## config.mk

```make
export PLATFORM = sky130hd
export DESIGN_NAME = net_dma_fifo
export DESIGN_NICKNAME = d
export VERILOG_FILES = /design/src/rtl/nd_pkg.sv /design/src/rtl/nd_thresh.sv /design/src/rtl/nd_store.sv /design/src/rtl/nd_burst.sv /design/src/rtl/net_dma_fifo.sv
export SDC_FILE = /design/constraint.sdc
export NUM_CORES = 1
export LEC_CHECK = 0
export ABC_CLOCK_PERIOD_IN_PS = 4900
export BUFFER_PORTS_ARGS = -buffer_cell sky130_fd_sc_hd__buf_2
export CORE_ASPECT_RATIO = 1.5
export CORE_MARGIN = 4
export CORE_UTILIZATION = 60
export DETAILED_ROUTE_END_ITERATION = 7
export PLACE_DENSITY = 0.79
export SLEW_MARGIN = 15
export SYNTH_ARGS = -nofsm -noshare
export SYNTH_HDL_FRONTEND = slang
export SYNTH_SLANG_ARGS = --single-unit
```

## constraint.sdc

```tcl
create_clock -name clk -period 4.9 [get_ports clk]
set_input_delay 0.735 -clock clk [delete_from_list [all_inputs] [get_ports clk]]
set_output_delay 0.735 -clock clk [all_outputs]
set_load 0.03 [all_outputs]
```

## src/rtl/nd_pkg.sv

```systemverilog
package nd_pkg;
    localparam int BYTE_W = 8;

    typedef enum logic {
        DIR_RX = 1'b0,
        DIR_TX = 1'b1
    } nd_dir_e;

    typedef struct packed {
        logic [1:0] thr;
        logic       word;
        logic       swap;
        nd_dir_e    dir;
    } nd_cfg_t;
endpackage

```

## src/rtl/nd_thresh.sv

```systemverilog
module nd_thresh #(
    parameter int DEPTH  = 16,
    parameter int TX_SUM = 13
) (
    input  logic [1:0]                   code,
    input  logic                         word,
    output logic [$clog2(DEPTH+1)-1:0]   thr_b,
    output logic [$clog2(DEPTH+1)-1:0]   units,
    output logic [$clog2(DEPTH+1)-1:0]   tx_lvl
);
    localparam int CW = $clog2(DEPTH + 1);

    logic [CW-1:0] thr_w;

    // Threshold counted in 16-bit words; the byte count is twice that.
    always_comb begin
        unique case (code)
            2'd0:    thr_w = CW'(1);
            2'd1:    thr_w = CW'(2);
            2'd2:    thr_w = CW'(4);
            default: thr_w = CW'(6);
        endcase
        thr_b  = thr_w << 1;
        units  = word ? thr_w : thr_b;
        tx_lvl = CW'(TX_SUM) - thr_b;
    end
endmodule

```

## src/rtl/nd_store.sv

```systemverilog
module nd_store #(
    parameter int DEPTH = 16
) (
    input  logic                        clk,
    input  logic                        rst_n,
    input  logic [1:0]                  wr_cnt,
    input  logic [7:0]                  wr_b0,
    input  logic [7:0]                  wr_b1,
    input  logic [1:0]                  rd_cnt,
    output logic [7:0]                  rd_b0,
    output logic [7:0]                  rd_b1,
    output logic [$clog2(DEPTH+1)-1:0]  level
);
    localparam int AW = $clog2(DEPTH);
    localparam int CW = $clog2(DEPTH + 1);

    typedef struct packed {
        logic [DEPTH-1:0][7:0] mem;
        logic [AW-1:0]         wp;
        logic [AW-1:0]         rp;
        logic [CW-1:0]         cnt;
    } st_t;

    st_t st_d, st_q;

    always_comb begin
        st_d = st_q;
        if (wr_cnt != 2'd0) st_d.mem[st_q.wp] = wr_b0;
        if (wr_cnt == 2'd2) st_d.mem[st_q.wp + AW'(1)] = wr_b1;
        st_d.wp  = st_q.wp + AW'(wr_cnt);
        st_d.rp  = st_q.rp + AW'(rd_cnt);
        st_d.cnt = st_q.cnt + CW'(wr_cnt) - CW'(rd_cnt);
    end

    always_ff @(posedge clk or negedge rst_n) begin
        if (!rst_n) st_q <= '0;
        else        st_q <= st_d;
    end

    assign rd_b0 = st_q.mem[st_q.rp];
    assign rd_b1 = st_q.mem[st_q.rp + AW'(1)];
    assign level = st_q.cnt;
endmodule

```

## src/rtl/nd_burst.sv

```systemverilog
module nd_burst #(
    parameter int DEPTH = 16
) (
    input  logic                        clk,
    input  logic                        rst_n,
    input  logic                        dir_tx,
    input  logic [$clog2(DEPTH+1)-1:0]  fill,
    input  logic [$clog2(DEPTH+1)-1:0]  thr_b,
    input  logic [$clog2(DEPTH+1)-1:0]  units,
    input  logic [$clog2(DEPTH+1)-1:0]  tx_lvl,
    input  logic                        gnt,
    input  logic                        cfg_apply,
    output logic                        req,
    output logic                        xfer,
    output logic                        active
);
    localparam int CW = $clog2(DEPTH + 1);

    typedef struct packed {
        logic          req;
        logic          act;
        logic [CW-1:0] cnt;
    } bs_t;

    bs_t bs_d, bs_q;
    logic trig;

    always_comb begin
        bs_d = bs_q;
        xfer = bs_q.req & gnt;
        trig = dir_tx ? (fill <= tx_lvl) : (fill >= thr_b);
        if (xfer) begin
            if (bs_q.cnt == units - CW'(1)) begin
                bs_d.req = 1'b0;
                bs_d.act = 1'b0;
                bs_d.cnt = '0;
            end else begin
                bs_d.act = 1'b1;
                bs_d.cnt = bs_q.cnt + CW'(1);
            end
        end else if (cfg_apply) begin
            bs_d.req = 1'b0;
        end else if (!bs_q.req && trig) begin
            bs_d.req = 1'b1;
        end
    end

    always_ff @(posedge clk or negedge rst_n) begin
        if (!rst_n) bs_q <= '0;
        else        bs_q <= bs_d;
    end

    assign req    = bs_q.req;
    assign active = bs_q.act;
endmodule

```

## src/rtl/net_dma_fifo.sv

```systemverilog
module net_dma_fifo
    import nd_pkg::*;
#(
    parameter int DEPTH  = 16,
    parameter int TX_SUM = 13
) (
    input  logic                        clk,
    input  logic                        rst_n,
    input  logic [1:0]                  cfg_thresh,
    input  logic                        cfg_word,
    input  logic                        cfg_swap,
    input  logic                        cfg_tx,
    input  logic                        net_push,
    input  logic [7:0]                  net_wdata,
    input  logic                        net_pop,
    output logic [7:0]                  net_rdata,
    output logic                        bus_req,
    input  logic                        bus_gnt,
    input  logic [15:0]                 mem_wdata,
    output logic [15:0]                 mem_rdata,
    output logic                        mem_a0,
    output logic [$clog2(DEPTH+1)-1:0]  fill_level,
    output logic                        overrun,
    output logic                        underrun
);
    localparam int CW = $clog2(DEPTH + 1);

    typedef struct packed {
        nd_cfg_t cfg;
        logic    a0;
        logic    ovr;
        logic    udr;
    } top_st_t;

    top_st_t top_d, top_q;
    nd_cfg_t cfg_in;

    logic [CW-1:0] fill, thr_b, units, tx_lvl;
    logic          xfer, active, cfg_apply, is_tx, is_word, push_ok, pop_ok;
    logic [1:0]    wr_cnt, rd_cnt, xfer_n;
    logic [7:0]    wr_b0, wr_b1, rd_b0, rd_b1;
    logic          cfg_word_q, cfg_tx_q;
    logic [$bits(nd_cfg_t)-1:0] cfg_bits_q;

    nd_thresh #(.DEPTH(DEPTH), .TX_SUM(TX_SUM)) thr_i (
        .code   (top_q.cfg.thr),
        .word   (top_q.cfg.word),
        .thr_b  (thr_b),
        .units  (units),
        .tx_lvl (tx_lvl)
    );

    nd_store #(.DEPTH(DEPTH)) store_i (
        .clk    (clk),
        .rst_n  (rst_n),
        .wr_cnt (wr_cnt),
        .wr_b0  (wr_b0),
        .wr_b1  (wr_b1),
        .rd_cnt (rd_cnt),
        .rd_b0  (rd_b0),
        .rd_b1  (rd_b1),
        .level  (fill)
    );

    nd_burst #(.DEPTH(DEPTH)) burst_i (
        .clk       (clk),
        .rst_n     (rst_n),
        .dir_tx    (is_tx),
        .fill      (fill),
        .thr_b     (thr_b),
        .units     (units),
        .tx_lvl    (tx_lvl),
        .gnt       (bus_gnt),
        .cfg_apply (cfg_apply),
        .req       (bus_req),
        .xfer      (xfer),
        .active    (active)
    );

    always_comb begin
        cfg_in.thr  = cfg_thresh;
        cfg_in.word = cfg_word;
        cfg_in.swap = cfg_swap;
        cfg_in.dir  = cfg_tx ? DIR_TX : DIR_RX;

        is_tx   = (top_q.cfg.dir == DIR_TX);
        is_word = top_q.cfg.word;

        // New settings land only on an empty buffer with no burst under way.
        cfg_apply = (cfg_in != top_q.cfg) && (fill == '0) && !active && !xfer;

        push_ok = !is_tx && net_push && (fill != CW'(DEPTH));
        pop_ok  = is_tx && net_pop && (fill != '0);
        xfer_n  = xfer ? (is_word ? 2'd2 : 2'd1) : 2'd0;

        if (is_tx) begin
            wr_cnt = xfer_n;
            rd_cnt = {1'b0, pop_ok};
            wr_b0  = (is_word && top_q.cfg.swap) ? mem_wdata[15:8] : mem_wdata[7:0];
            wr_b1  = (is_word && top_q.cfg.swap) ? mem_wdata[7:0]  : mem_wdata[15:8];
        end else begin
            wr_cnt = {1'b0, push_ok};
            rd_cnt = xfer_n;
            wr_b0  = net_wdata;
            wr_b1  = 8'h00;
        end

        if (!is_word)            mem_rdata = {8'h00, rd_b0};
        else if (top_q.cfg.swap) mem_rdata = {rd_b0, rd_b1};
        else                     mem_rdata = {rd_b1, rd_b0};

        top_d     = top_q;
        top_d.ovr = top_q.ovr | (!is_tx && net_push && (fill == CW'(DEPTH)));
        top_d.udr = top_q.udr | (is_tx && net_pop && (fill == '0));
        top_d.a0  = top_q.a0 ^ (xfer && !is_word);
        if (cfg_apply) top_d.cfg = cfg_in;
    end

    always_ff @(posedge clk or negedge rst_n) begin
        if (!rst_n) top_q <= '0;
        else        top_q <= top_d;
    end

    assign net_rdata  = rd_b0;
    assign mem_a0     = top_q.a0 & !is_word;
    assign fill_level = fill;
    assign overrun    = top_q.ovr;
    assign underrun   = top_q.udr;
    assign cfg_word_q = is_word;
    assign cfg_tx_q   = is_tx;
    assign cfg_bits_q = top_q.cfg;
endmodule

```

==> results_dict.tcl, run 1 <==
set metrics [dict create \
    ys_seq_area_frac 0.367 \
    cts_num_sinks 156 \
    tritoncts "yes" \
    wl_met3_mm 3.11 \
    crit_arrival_ns 3.62 \
    first_pass_iters 6 \
    synth_area_sq_um 10600 \
    syn_to_final_growth_pct 7.62 \
    finalSetupViolCount 0 \
    cts_buffer_depth 2 \
    met2_length_mm 15.2 \
    initial_core_util 0.613 \
    gr-total-overflow 0 \
    p_clk_frac 0.157 \
    ys.warnings.count 0 \
    netlist_top_cells_area "dfrtp_1 37%, mux4_2 14%, mux2i_1 13%, nand2_1 6.1%, o21ai_0 4.4%" \
    num_vias 8760 \
    utilization 0.659 \
    post-dp-hpwl_mm 21.4 \
    postCtsSetupBuffers 0 \
    die_w_microns 117 \
    pre_cts_slack_ns 1.02 \
    async_flop_share 1.00 \
    rsz0062_at_grt "false" \
    vias_per_cell 6.94 \
    max_cap_violations 0 \
    power_mw 8.58 \
    synth_edf_count 0 \
    cts_buffers 17 \
    p_int_mw 4.71 \
    ys.flop_type "dfrtp_1" \
    track_usage 0.331 \
    cp-end-kind "primary output" \
    setup_ws_ns 0.547 \
    cts_resized 0 \
    drt-total-wl_mm 31.6 \
    comb_power_share 0.534 \
    grt_pass1_wl_mm 49.6 \
    io_buffers 66 \
    synth_cells 1021 \
    n_antenna_cell 0 \
    synthSimpleGateAreaFrac 0.123 \
    synth-adder-area-share 0.0268 \
    synth_top_family_by_area "multiplexers" \
    std_cell_rows 59 \
    antenna_left 0 \
    worstPathRequired_ns 4.16 \
    max_slew_margin 0.228 \
    synth_xor_area_frac 0.0148 \
    drt_iter0_drc 875 \
    netlist_top_cells_count "172 x nand2_1, 156 x dfrtp_1, 136 x mux2i_1, 94 x o21ai_0, 64 x mux4_2" \
    synth_cell_type_count 69 \
    grt_max_degree 115 \
    die_area_sq_um 20000 \
    clkSlewWorstSetupHoldPaths_ns 0.07 \
    place_congestion 0.927 \
    final_nets 1093 \
    clock_latency_ns 0.44 \
    cp_max_fo 32 \
    powerDensity_nw_per_um2 750 \
    antenna_found_initial 0 \
    ctsHoldBuffers 0 \
    synth_most_common_cell "nand2_1" \
    finalSetupTns_ns 0 \
    fmax_mhz 230 \
    status "completed" \
    root_buffer "clkbuf_16" \
    worst_pin_slew_ns 1.15 \
    io_pins 67 \
    vdd_ir_drop_max_mv 0.559 \
    synth-seq-cells 156 \
    final.setup_skew_ns 0.00945 \
    synth-compound-area-share 0.140 \
    period_needed_ns 4.35 \
    avgSynthCellArea_sq_um 10.4 \
    syn-num-nets 1076 \
    wl_met1_mm 11.1 \
    remaining_drc_errors 0 \
    seqPwrFrac 0.309 \
    routedWlPerCell_microns 25.0 \
    holdWs_ns 0.386 \
    crit_path_start_kind "flop" \
    finalHoldViolCount 0 \
    hold_class "in -> async" \
    chipHeight_microns 171 \
    critPathKind "reg -> out" \
    timing.final.crit_share 0.888 \
    drive_gt1_frac 0.230 \
    synth_top_area_frac 0.367 \
    slew_viol_final 0 \
    core_sq_um 17300 \
    switching_share 0.451 \
    yosysTopAreaCell "dfrtp_1" \
    p_sw_mw 3.87 \
    cts_htree_levels 4 \
    synthMuxAreaShare 0.267 \
    top_layer_used "met4" \
    leakagePower_nw 5.18 \
    grt_pass1_vias 8805 \
]
[layout make-up]
cell class,instances,area (sq um)
clock buffers,21,470
clock inverters,10,115
fillers,1310,5910
inverters,34,128
multi-input cells,748,6100
flip-flops and latches,156,3910
well taps,213,267
repair buffers,81,449
[final timing paths]
kind                                       startpoint                          to  slack (ns)  cells after the start
setup reg to reg           store_i.level[2]$_DFF_PN0_  store_i.level[4]$_DFF_PN0_        1.66                     11
min in group clk                   top_q[2]$_DFF_PN0_          top_q[2]$_DFF_PN0_        0.47                      1
setup / recovery            store_i.st_q[5]$_DFF_PN0_                mem_rdata[0]        0.55                      6
max in group asynchronous                       rst_n  store_i.st_q[17]$_DFF_PN0_        3.43                      2
hold reg to reg                    top_q[2]$_DFF_PN0_          top_q[2]$_DFF_PN0_        0.47                      1
hold / removal                                  rst_n  store_i.level[2]$_DFF_PN0_        0.39                      1
[critical path, cell delays in order, from the launching register on]
cell and delay [ns]:
dfrtp_4 0.70, ha_1 1.02, buf_4 0.32, mux4_2 0.31
a221oi_1 0.46, mux2i_1 0.14, buf_2 0.21
[power by group through the flow]
stage / clock [mW] / combinational (mW) / sequential [mW]
after floorplan: 0 / 3.68 / 2.24
after global placement: 0 / 4.37 / 2.59
after detailed placement: 0 / 4.49 / 2.62
after CTS: 1.35 / 4.52 / 2.61
after global routing: 1.40 / 4.88 / 2.71
final: 1.35 / 4.58 / 2.65
[cells in the final DEF (no fill, tap or decap), types with 7 or more instances in the layout]
cell,netlist,final
nand2_1,172,172
nand2_2,10,10
clkbuf_16,0,17
ha_1,18,18
o22ai_1,15,15
o21ai_1,37,37
buf_4,15,15
nor2_1,34,34
dfrtp_1,156,155
xor2_1,9,9
nand2b_1,7,7
inv_1,33,33
a21oi_2,9,14
xnor2_1,9,9
mux2i_1,136,136
a221oi_1,8,8
mux4_2,64,64
a22o_1,8,8
buf_2,36,65
o21ai_0,94,94
nand3_1,10,10
nor2b_1,7,7
a21oi_1,17,12
a221oi_2,7,7
[stage by stage]
stage          instance area, sq um  std cells
2_1_floorplan                 10600       1021
3_3_place_gp                  10900       1232
3_5_place_dp                  10900       1232
4_1_cts                       11400       1263
5_1_grt                       11400       1263
6_report                      11400       1263
[metal layers]
metal,track usage,vias up
li1,-,3720
met1,0.405,4281
met2,0.522,604
met3,0.0828,155
met4,0.210,0
met5,0,-
[flip-flops by register name, indices dropped and copies added (netlist names)]
name and flops:
burst_i.bs_q 5, cfg_word_q 1, top_q 1, burst_i.active 1, overrun 1, cfg_bits_q 3
underrun 1, cfg_tx_q 1, burst_i.req 1, store_i.level 5, store_i.st_q 136
[cells by family after synthesis]
kind of cell,count (synthesis)
buffers and inverters,117
xor gates and xnor gates,18
adders and majority gates,21
and+or+nand+nor,279
DFF,156
AOI/OAI and AO/OA,226
other,1
muxes,203
(Power assumes the default switching activity.)
==> run 2, diff against run 1 <==
--- a/config.mk
+++ b/config.mk
@@ -6,12 +6,11 @@
 export NUM_CORES = 1
 export LEC_CHECK = 0
 export ABC_CLOCK_PERIOD_IN_PS = 4900
-export BUFFER_PORTS_ARGS = -buffer_cell sky130_fd_sc_hd__buf_2
 export CORE_ASPECT_RATIO = 1.5
 export CORE_MARGIN = 4
-export CORE_UTILIZATION = 60
+export CORE_UTILIZATION = 44
 export DETAILED_ROUTE_END_ITERATION = 7
-export PLACE_DENSITY = 0.79
+export DONT_BUFFER_PORTS = 1
 export SLEW_MARGIN = 15
 export SYNTH_ARGS = -nofsm -noshare
 export SYNTH_HDL_FRONTEND = slang
==> results_dict.tcl, run 2 (synthesis results as in run 1) <==
set metrics [dict create \
    status "completed" \
    max_cap_violations 0 \
    core_sq_um 23700 \
    drive_gt1_frac 0.196 \
    remaining_drc_errors 0 \
    final_cell_mix "172 x nand2_1, 154 x dfrtp_1, 136 x mux2i_1" \
    die_w_microns 135 \
    num_vias 7985 \
    largest-register "store_i.st_q" \
    die_area_sq_um 26800 \
    worstPathRequired_ns 4.16 \
    final.setup_skew_ns 0.00815 \
    io_pins 67 \
    clock_latency_ns 0.44 \
    fmax_mhz 234 \
    max_slew_margin 0.164 \
    track_usage 0.240 \
    holdWs_ns 0.287 \
    hold_class "in -> async" \
    initial_core_util 0.448 \
    clkSlewWorstSetupHoldPaths_ns 0.07 \
    cp-startpoint "store_i.st_q[5]$_DFF_PN0_" \
    grt_pass1_vias 8009 \
    std_cell_rows 69 \
    finalSetupTns_ns 0 \
    finalHoldViolCount 0 \
    cp_max_fo 32 \
    n_antenna_cell 0 \
    cts_buffer_depth 2 \
    grt_pass1_wl_mm 48.4 \
    tritoncts "yes" \
    final_nets 1048 \
    cts_htree_levels 4 \
    gr-total-overflow 0 \
    powerDensity_nw_per_um2 747 \
    cp-end-kind "primary output" \
    crit_path_start_kind "flop" \
    io_buffers 0 \
    grt_max_degree 157 \
    first_pass_iters 7 \
    worst_pin_slew_ns 1.25 \
    cts_buffers 17 \
    leakagePower_nw 5.03 \
    rsz0062_at_grt "false" \
    r2r-start "store_i.level[2]$_DFF_PN0_" \
    slew_viol_final 0 \
    crit_arrival_ns 3.54 \
    largest_register_ffs 136 \
    cts_num_sinks 156 \
    utilization 0.483 \
    timing.final.crit_share 0.873 \
    vias_per_cell 6.03 \
    critPathKind "reg -> out" \
    post-dp-hpwl_mm 21.9 \
    root_buffer "clkbuf_16" \
    antenna_left 0 \
    drt_iter0_drc 783 \
    place_congestion 0.882 \
    drt-total-wl_mm 31.2 \
    routedWlPerCell_microns 23.6 \
    finalSetupViolCount 0 \
    period_needed_ns 4.28 \
    mostFrequentLayoutCell "nand2_1" \
    chipHeight_microns 198 \
    vdd_ir_drop_max_mv 0.362 \
    syn_to_final_growth_pct 7.92 \
    antenna_found_initial 0 \
]
## run 2: per-stage QoR
| stage | cell area, sq um | setup WS [ns] | instances | power [mW] |
|---|---|---|---|---|
| 3_5_place_dp | 10800 | 1.15 | 1292 | 7.01 |
| 4_1_cts | 11500 | 0.673 | 1325 | 8.54 |
| 3_3_place_gp | 10800 | 1.17 | 1292 | 6.94 |
| 6_report | 11500 | 0.622 | 1325 | 8.57 |
| 5_1_grt | 11500 | 0.368 | 1325 | 9.07 |
| 2_1_floorplan | 10600 | 1.97 | 1021 | 5.92 |
## run 2: power by group
part | leakage, nW | switching (mW) | total, mW | internal, mW
logic | 2.80 | 2.37 | 4.37 | 2.00
clock network | 0.313 | 0.558 | 1.49 | 0.930
registers | 1.92 | 0.813 | 2.71 | 1.90
## run 2: timing repair
| action | CTS | global route |
|---|---|---|
| setup buffers | 0 | 0 |
| setup endpoints to repair | 0 | 0 |
| resized for setup | 0 | 0 |
| hold buffers | 1 | 0 |
| hold endpoints to repair | 156 | 0 |
## run 2: worst max-delay path, cell delays in order, from the launching register on
cell and delay [ns]:
dfrtp_4 0.70, ha_1 0.81, buf_4 0.33, mux4_2 0.33
a221oi_1 0.53, o22ai_1 0.16, buf_4 0.22
## run 2: metal layers
metal | up-vias | part of all wire | GRT usage
li1 | 3625 | - | -
met1 | 3956 | 0.41 | 0.307
met2 | 344 | 0.49 | 0.397
met3 | 60 | 0.071 | 0.0567
met4 | 0 | 0.034 | 0.0913
met5 | - | 0 | 0
## run 2: final cells by class
class / count / area (sq um)
clock buffer: 21 / 460
clock inverter: 11 / 189
fill: 2150 / 12300
inverter: 34 / 128
multi-input combinational: 748 / 6100
sequential: 156 / 3910
tap: 319 / 399
timing repair buffer: 36 / 290
## run 2: worst paths after layout
| kind | end | slack (ns) | depth (start not counted) |
|---|---|---|---|
| max | mem_rdata[8] | 0.62 | 6 |
| min | store_i.level[2]$_DFF_PN0_ | 0.29 | 1 |
| max reg2reg | store_i.level[4]$_DFF_PN0_ | 1.43 | 11 |
| min reg2reg | burst_i.bs_q[4]$_DFFE_PN0N_ | 0.49 | 1 |
| max in group asynchronous | store_i.st_q[34]$_DFF_PN0_ | 3.97 | 1 |
| min in group clk | cfg_bits_q[3]$_DFFE_PN0N_ | 0.42 | 2 |
==> run 3, diff against run 2 <==
--- a/config.mk
+++ b/config.mk
@@ -11,7 +11,9 @@
 export CORE_UTILIZATION = 44
 export DETAILED_ROUTE_END_ITERATION = 7
 export DONT_BUFFER_PORTS = 1
+export REMOVE_ABC_BUFFERS = 1
 export SLEW_MARGIN = 15
 export SYNTH_ARGS = -nofsm -noshare
 export SYNTH_HDL_FRONTEND = slang
+export SYNTH_HIERARCHICAL = 1
 export SYNTH_SLANG_ARGS = --single-unit
==> results_dict.tcl, run 3 <==
set metrics [dict create \
    gr-total-overflow 0 \
    vias_per_cell 7.20 \
    tritoncts "yes" \
    ys.flop_type "dfrtp_1" \
    grt_pass1_vias 10900 \
    critPathKind "reg -> out" \
    p_sw_mw 5.40 \
    initial_core_util 0.450 \
    worstPathRequired_ns 4.16 \
    comb_power_share 0.618 \
    stdcell_count 1529 \
    finalHoldViolCount 0 \
    synth-seq-cells 156 \
    std_cell_rows 72 \
    vdd_ir_drop_max_mv 0.495 \
    p_int_mw 4.98 \
    netlist_top_cells_area "dfrtp_1 33%, mux4_2 11%, a31oi_1 7.4%, o31ai_1 6.1%, nor3_1 5.6%" \
    leakagePower_nw 4.75 \
    netlist_top_cells_count "156 x dfrtp_1, 138 x a31oi_1, 132 x nor3_1, 115 x clkbuf_1" \
    syn_to_final_growth_pct 6.28 \
    cts_buffers 17 \
    clock_latency_ns 0.43 \
    holdWs_ns 0.148 \
    cp-end-kind "primary output" \
    synth_top_area_frac 0.333 \
    die_area_sq_um 29400 \
    seqPwrFrac 0.259 \
    finalSetupViolCount 0 \
    first_pass_iters 7 \
    largest_register_ffs 136 \
    worst_pin_slew_ns 1.20 \
    max_slew_margin 0.196 \
    synth_cells 1297 \
    cts_htree_levels 4 \
    powerDensity_nw_per_um2 833 \
    drt_iter0_drc 1487 \
    async_flop_share 1.00 \
    period_needed_ns 4.13 \
    root_buffer "clkbuf_16" \
    switching_share 0.520 \
    remaining_drc_errors 0 \
    grt_pass1_wl_mm 65.2 \
    post-dp-hpwl_mm 26.9 \
    antenna_left 0 \
    synth_area_sq_um 11700 \
    synth_edf_count 0 \
    io_buffers 0 \
    grt_max_degree 63 \
    chipHeight_microns 208 \
    synth_most_common_cell "dfrtp_1" \
    ys.warnings.count 6 \
    slew_viol_final 0 \
    cts_num_sinks 156 \
    mostFrequentLayoutCell "dfrtp_1" \
    yosysTopAreaCell "dfrtp_1" \
    rsz0062_at_grt "false" \
    drt-total-wl_mm 42.1 \
    timing.final.crit_share 0.842 \
    place_congestion 0.886 \
    cts_buffer_depth 2 \
    synth_cell_type_count 57 \
    drive_gt1_frac 0.160 \
    antenna_found_initial 0 \
    final_nets 1247 \
    final_cell_mix "155 x dfrtp_1, 136 x a31oi_1, 132 x nor3_1" \
    core_sq_um 26000 \
    fmax_mhz 242 \
    num_vias 11000 \
    final.setup_skew_ns 0.00687 \
    cp_max_fo 20 \
    clkSlewWorstSetupHoldPaths_ns 0.06 \
    avgSynthCellArea_sq_um 9.04 \
    die_w_microns 141 \
    largest-register "store_i/st_q" \
    dp_cells 1497 \
    max_cap_violations 0 \
    ys_seq_area_frac 0.333 \
    crit_arrival_ns 3.39 \
    n_antenna_cell 0 \
    routedWlPerCell_microns 27.5 \
    io_pins 67 \
    p_clk_frac 0.124 \
    status "completed" \
    track_usage 0.282 \
    crit_path_start_kind "flop" \
    hold_class "in -> async" \
]
## run 3: power by group through the flow
stage	clock, mW	sequential [mW]	combinational (mW)
global route	1.34	2.74	6.82
detailed placement	0	2.66	6.26
CTS	1.29	2.65	6.30
global placement	0	2.65	6.16
finish	1.29	2.68	6.41
floorplan	0	2.54	4.33
## run 3: path summary, 6_finish.rpt
check | from | end | slack, ns | depth (start not counted)
max | store_i/st_q[5]$_DFF_PN0_ | mem_rdata[14] | 0.77 | 8
max in group asynchronous | rst_n | store_i/st_q[23]$_DFF_PN0_ | 3.50 | 1
min in group clk | cfg_thresh[1] | cfg_bits_q[4]$_DFFE_PN0P_ | 0.45 | 1
min reg2reg | top_q[2]$_DFF_PN0_ | top_q[2]$_DFF_PN0_ | 0.48 | 1
max reg2reg | store_i/level[1]$_DFF_PN0_ | store_i/st_q[17]$_DFF_PN0_ | 1.32 | 8
min | rst_n | store_i/st_q[17]$_DFF_PN0_ | 0.15 | 1
## run 3: worst max-delay path, cell delays in order, from the launching register on
cell and delay (ns):
dfrtp_4 0.62, ha_1 0.32, xor2_4 0.61, buf_4 0.29, mux4_2 0.52, mux2i_1 0.20, mux2i_1 0.10, nor2_1 0.12
buf_4 0.17
## run 3: layout make-up
type	instances	area, sq um
fillers	2469	13600
well taps	333	417
repair buffers	67	583
clock buffers	21	470
flip-flops and latches	156	3910
inverters	28	105
multi-input cells	917	6910
clock inverters	7	68.8
## run 3: through the flow
step	TNS, ns	total power [mW]	instance area, sq um	utilization	worst slack, ns
after floorplan	-19.76	6.87	10900	-	-1.09
after detailed placement	0	8.91	11800	0.454	1.24
final	0	10.4	12500	0.478	0.774
after CTS	0	10.2	12500	0.478	0.761
after global routing	0	10.9	12500	0.478	0.607
after global placement	0	8.81	11800	0.454	1.26
## run 3: cell families (layout without fill, tap and decap cells)
kind of cell	after synthesis	count (layout)	synth area share
compound gates	319	319	0.179
mux	120	120	0.165
flops	156	156	0.333
simple gates	424	424	0.189
fa+ha+maj	26	26	0.0303
other cells	2	5	0.000641
xor+xnor	23	23	0.0200
buf+inv	227	123	0.0835
## run 3: timing repair
item	CTS	global route
buffers inserted	0	0
gates resized for setup	0	0
hold buffers	4	0
hold endpoints to repair	62	0
## run 3: metal layers
metal  up-vias  global-route usage  part of all wire
met5         -                   0                 0
li1       4698                   -                 -
met4         0               0.146             0.051
met1      5491               0.344              0.37
met2       686               0.478              0.51
met3       130              0.0455             0.070
